### config.mk
export PLATFORM = sky130hd
export DESIGN_NAME = absdiff_dual
export DESIGN_NICKNAME = d
export VERILOG_FILES = /design/src/rtl/absdiff_dual.sv
export SDC_FILE = /design/constraint.sdc
export NUM_CORES = 1
export LEC_CHECK = 0
export ABC_AREA = 0
export BUFFER_PORTS_ARGS = -buffer_cell sky130_fd_sc_hd__buf_2
export CAP_MARGIN = 40
export CORE_MARGIN = 8
export CORE_UTILIZATION = 30
export DETAILED_ROUTE_END_ITERATION = 10
export PLACE_DENSITY = 0.51
export SETUP_SLACK_MARGIN = 0.1
export SYNTH_ARGS = -nofsm -noshare
export SYNTH_HDL_FRONTEND = slang
export SYNTH_SLANG_ARGS = --single-unit
### constraint.sdc
create_clock -name clk -period 0.8 [get_ports clk]
set_input_delay 0.16 -clock clk [delete_from_list [all_inputs] [get_ports clk]]
set_output_delay 0.16 -clock clk [all_outputs]
set_load 0.01 [all_outputs]
### src/rtl/absdiff_dual.sv
module absdiff_dual #(
  parameter int W = 16
) (
  input  logic         clk,
  input  logic         rst_n,
  input  logic [W-1:0] a,
  input  logic [W-1:0] b,
  output logic [W-1:0] q
);

  logic [W-1:0] d_ab, d_ba, pick;
  logic         c_ab, c_ba, use_ba;

  assign {c_ab, d_ab} = {1'b0, a} + {1'b0, ~b} + (W+1)'(1);
  assign {c_ba, d_ba} = {1'b0, b} + {1'b0, ~a} + (W+1)'(1);

  assign use_ba = ~c_ab;
  assign pick   = use_ba ? d_ba : d_ab;

  always_ff @(posedge clk or negedge rst_n) begin
    if (!rst_n) q <= '0;
    else        q <= pick;
  end

  a_r1_reset_clears: assert property (@(posedge clk) !rst_n |=> q == '0)
    else $error("R1: q not cleared during reset");

  a_r2_one_cycle_magnitude: assert property (@(posedge clk) disable iff (!rst_n)
    $past(rst_n) |-> q == (($past(a) >= $past(b)) ? W'($past(a) - $past(b))
                                                  : W'($past(b) - $past(a))))
    else $error("R2: registered magnitude wrong");

  a_r7_some_adder_carries: assert property (@(posedge clk) disable iff (!rst_n)
    c_ab || c_ba)
    else $error("R7: neither adder carried");

  a_r7_carry_tracks_order: assert property (@(posedge clk) disable iff (!rst_n)
    c_ab == (a >= b))
    else $error("R7: carry does not track operand order");

  a_r4_both_carry_zero: assert property (@(posedge clk) disable iff (!rst_n)
    (c_ab && c_ba) |-> (d_ab == '0 && d_ba == '0))
    else $error("R4: equal operands left a nonzero difference");

endmodule

Yosys cells after proc, flatten, opt, wreduce, memory -nomap -nowiden
Index checks and enable logic that the tools add are counted.

word-level totals
  bits of input ports = 34
  output and inout bits = 16
  word-level logic and storage cells = 8
  register bits after elaboration = 16

operators by class
  bitwise operators = 2
  add/subtract/negate cells = 4
  muxes and demuxes = 1

operators by type and width
  operator                                                         count
  16-bit NOT                                                       2
  16-bit by 16-bit adder with 17-bit output                        1
  17-bit by 1-bit adder with 17-bit output, second input constant  1
  16-bit by 1-bit adder with 16-bit output, second input constant  1
  16-bit adder                                                     1
  16-bit 2-to-1 mux                                                1

Logic depth before layout (Yosys ltp)
  depth after elaboration = 4
  depth in mapped cells = 10
  mapped depth without buffers = 9

Least setup slack after synthesis
Ideal clock, no wire load.

  kind = input -> register
  start point = in a[0]
  end point = reg q[9]
  setup slack = -1,261 ps
  setup time = 80 ps
  stages on the path = 10
  path buffers = 1
  required time = 720 ps
  data arrival time = 1,981 ps
  path through = inv_1 ha_1 fa_1 nand3b_1 a21oi_1 o21ai_1 o21ai_4 buf_6 mux2i_1 xnor2_1

on the way
  word-level cells in the longest chain between the ends = 4
  elaborated cells on any way between the ends = 6
  those cells by class = add/sub (4); mux (1); bitwise (1)

ends and longest elaborated chain
  element                                   line  RTL
  from (decl)                               6     input logic [W-1:0] a,
  16-bit NOT                                15    assign {c_ba, d_ba} = {1'b0, b} + {1'b0, ~a} + (W+1)'(1);
  16-bit adder                              15
  16-bit by 1-bit adder with 16-bit output  15
  16-bit 2-to-1 mux *                       18    assign pick = use_ba ? d_ba : d_ab;
  net pick[9]                               11    logic [W-1:0] d_ab, d_ba, pick;
  to (signal assigned)                      22    else q <= pick;
  to (decl)                                 8     output logic [W-1:0] q

The timed path passes the listed nets; every way through them passes the cells marked *.

Final worst setup path
  start point = in b[0]
  end point = reg q[5]

on the way
  word-level cells in the longest chain between the ends = 4
  elaborated cells on any way between the ends = 6
  those cells by class = add/sub (4); mux (1); bitwise (1)

ends and longest elaborated chain
  element                                    line  RTL
  from (decl)                                7     input logic [W-1:0] b,
  16-bit NOT                                 14    assign {c_ab, d_ab} = {1'b0, a} + {1'b0, ~b} + (W+1)'(1);
  16-bit by 16-bit adder with 17-bit output  14
  17-bit by 1-bit adder with 17-bit output   14
  16-bit 2-to-1 mux *                        18
  net pick[5]                                11

Marks and branches as above.

==> results.cfg <==
[run_status]
status = finished with violations
violations = setup timing

[sta]
finalHoldViolations = 0
setup_viol = 31
relSlewSlack_pct = 77.2
timing.hold.ws_ns = 0.348
min_period_ns = 2.03
worstMarginPinSlew_ns = 0.339
worst_slack_ns = -1.23
fmax_ghz = 0.492
post-route-period-util_pct = 254
drv_slew = 0
rsz0062_at_grt = yes

[die]
core_area_um2 = 6390
dieArea_um2 = 9520
die_w_um = 97.6
rows = 29
fp.dieH_um = 97.6
start_util_pct = 31.3
ios = 50

[setup_path]
cp_slowest_cell = fa_2
cp_max_fo = 6
path_buf_inv = 3
cp_common_cell = buf_6
endpoint_kind = flop
cp.required_ns = 0.94
critical_path.top_delay_family = compound AO/OA/AOI/OAI gates
path_cells = buf_6 -> buf_6 -> ha_4 -> fa_2 -> nand3b_1 -> a21oi_2 -> o21ai_2 -> o21ai_4 -> buf_12 -> mux2i_1 -> xor2_1
cp.arrival_ns = 2.17
crit_type = input port to flop
slowest_delay_ns = 0.33
crit_path_start_kind = input port

[routing]
wl_per_cell_um = 12.5
vias_per_cell = 4.58
ant_nets = 0
drt-initial-drc-count = 52
wirelength_mm = 5.65
via_count = 2067
drc = 0
firstDrtPassIters = 4

[cells_and_area]
nets = 445
diodes = 0
area_growth_pct = 65.9
largest_reg_flops = 16
fillers = 599
drive_gt1_share_pct = 48.4
top_register = q
reg_top3 = q: 16 flops

[clock_tree]
cts-buffers-inserted = 3
cts_tree = built
cts-htree-levels = 1
cts.path.max_buffers = 2
clk_pin_slew_worst_paths_ns = 0.05
clock_sinks = 16
cts-root-buf = clkbuf_8

[power]
power.switching_w = 0.00151
switching_share_pct = 35.2
seq_power_share_pct = 25.0
power_frac_clock_pct = 13.1
vdd.ir_drop.worst_uv = 1340
comb_power_share_pct = 61.9
p_per_area_nw_per_um2 = 1290
internal_power_w = 0.00277
leakage_nw = 1.67
p_total_w = 0.00428

[yosys]
synth_cell_type_count = 39
ys_ff_latch = 16
yosysWarnings = 0
syn_inst = 237
syn_nets = 306
yosysSeqAreaShare_pct = 20.1
synth.cell_area_um2 = 2000
synth_area_per_cell_um2 = 8.43

[global_routing]
grt_overflow = 0
grt_max_degree = 17
grt_pass1_vias = 2155
grt_pass1_wl_mm = 9.45
grt_antenna_before_repair = 0
grt_usage_pct = 11.6

[flow_run]
cap_violations = 0

[placed_design]
hpwl_mm = 4.76
port_buffers = 49
gp_congestion = 0.864
place_ws_ns = -1.54

[min_path]
hp-class = input port to asynchronous set/reset pin
-- synthesized netlist by cell type, drive strengths merged --
cell type / number / share of area (%)
a21boi: 1 / 0.38
a21o: 2 / 0.75
a21oi: 31 / 8.5
a221o: 1 / 0.50
a221oi: 1 / 1.3
a2bb2oi: 1 / 0.44
a311oi: 1 / 0.44
and2: 2 / 0.63
buf: 10 / 3.4
dfrtp: 16 / 20
fa: 2 / 2.0
ha: 33 / 21
inv: 34 / 6.4
mux2i: 13 / 6.5
nand2: 13 / 2.4
nand2b: 1 / 0.31
nand3: 1 / 0.25
nand3b: 3 / 1.1
nand4: 7 / 2.2
nor2: 8 / 1.5
nor2b: 3 / 0.94
nor3: 1 / 0.25
o211ai: 2 / 0.75
o21a: 5 / 1.9
o21ai: 17 / 5.0
o21bai: 4 / 1.5
o221ai: 3 / 1.3
o32ai: 1 / 0.44
or2: 5 / 1.6
or3: 1 / 0.31
xnor2: 10 / 4.4
xor2: 4 / 1.8
-- kinds of logic (layout without fill, tap and decap cells) --
logic type      count (synthesis)  after routing  share of synthesized area (%)
flops                          16             16                           20.0
mux                            13             13                           6.52
compound gates                 70             70                           23.2
xor+xnor                       14             14                           6.14
fa+ha+maj                      35             35                           22.7
simple gates                   45             45                           11.5
buf+inv                        44            181                           9.84
-- cell usage in the layout (no fill, tap or decap), types with 2 or more instances in the layout --
cell type,count
nor2_1,8
mux2i_1,2
a21o_1,2
xnor2_1,9
and2_1,2
o21ai_2,2
fa_2,2
a21oi_1,28
o221ai_1,2
mux2i_4,6
o21bai_1,4
buf_6,10
o21a_1,5
or2_2,5
nand3b_1,3
clkbuf_8,3
inv_1,32
o21ai_0,13
nand4_1,7
dfrtp_1,16
buf_12,2
mux2i_2,5
nor2b_1,2
o211ai_1,2
buf_4,84
buf_2,45
ha_1,31
xor2_1,4
nand2_1,13
a21oi_2,2
ha_4,2
-- per-layer routing --
layer / vias up / track usage [%] / part of all wire, %
li1: 1087 / - / -
met1: 927 / 15.5 / 50
met2: 49 / 18.3 / 44
met3: 4 / 1.92 / 4.9
met4: 0 / 3.61 / 1.1
met5: - / 0 / 0
-- final cells by class --
type	instances	area, µm²	area share, %
Tap cell	77	96.3	2.91
Inverter	34	140	4.23
Multi-Input combinational cell	177	1570	47.5
Clock buffer	3	41.3	1.25
Timing Repair Buffer	144	1060	32.0
Sequential cell	16	400	12.1
-- path summary, 6_finish.rpt --
path / from / end / slack [ns] / cells past startpoint
min in group clk: b[0] / q[0]$_DFF_PN0_ / 0.36 / 5
min: rst_n / q[9]$_DFF_PN0_ / 0.35 / 2
max: b[0] / q[5]$_DFF_PN0_ / -1.23 / 11
max in group asynchronous: rst_n / q[6]$_DFF_PN0_ / 0.21 / 2
-- stage by stage --
step	cell area (µm²)	util [%]	cells	TNS [ns]
after floorplan	2030	-	237	-16.43
after global placement	2940	46.0	434	-21.54
after detailed placement	2940	46.0	434	-21.90
after CTS	3120	48.8	446	-18.41
after global routing	3310	51.9	451	-20.78
final	3310	51.9	451	-18.95
-- what timing repair did --
| action | 4_1_cts | 5_1_grt |
|---|---|---|
| setup buffers | 7 | 6 |
| endpoints found under the setup margin | 32 | 31 |
| pin swaps | 11 | 13 |
| resized for setup | 12 | 30 |
| hold endpoints to repair | 16 | 0 |
| gates cloned | 1 | 0 |
| hold buffers | 1 | 0 |
-- power by group through the flow --
stage	Combinational (W)	Sequential, W	Clock [W]
floorplan	0.00103	0.00122	0
global placement	0.00220	0.00108	0
detailed placement	0.00222	0.00108	0
CTS	0.00236	0.00106	0.000590
global route	0.00289	0.00109	0.000631
finish	0.00265	0.00107	0.000562
No activity file was read; power rests on OpenSTA's default activity.
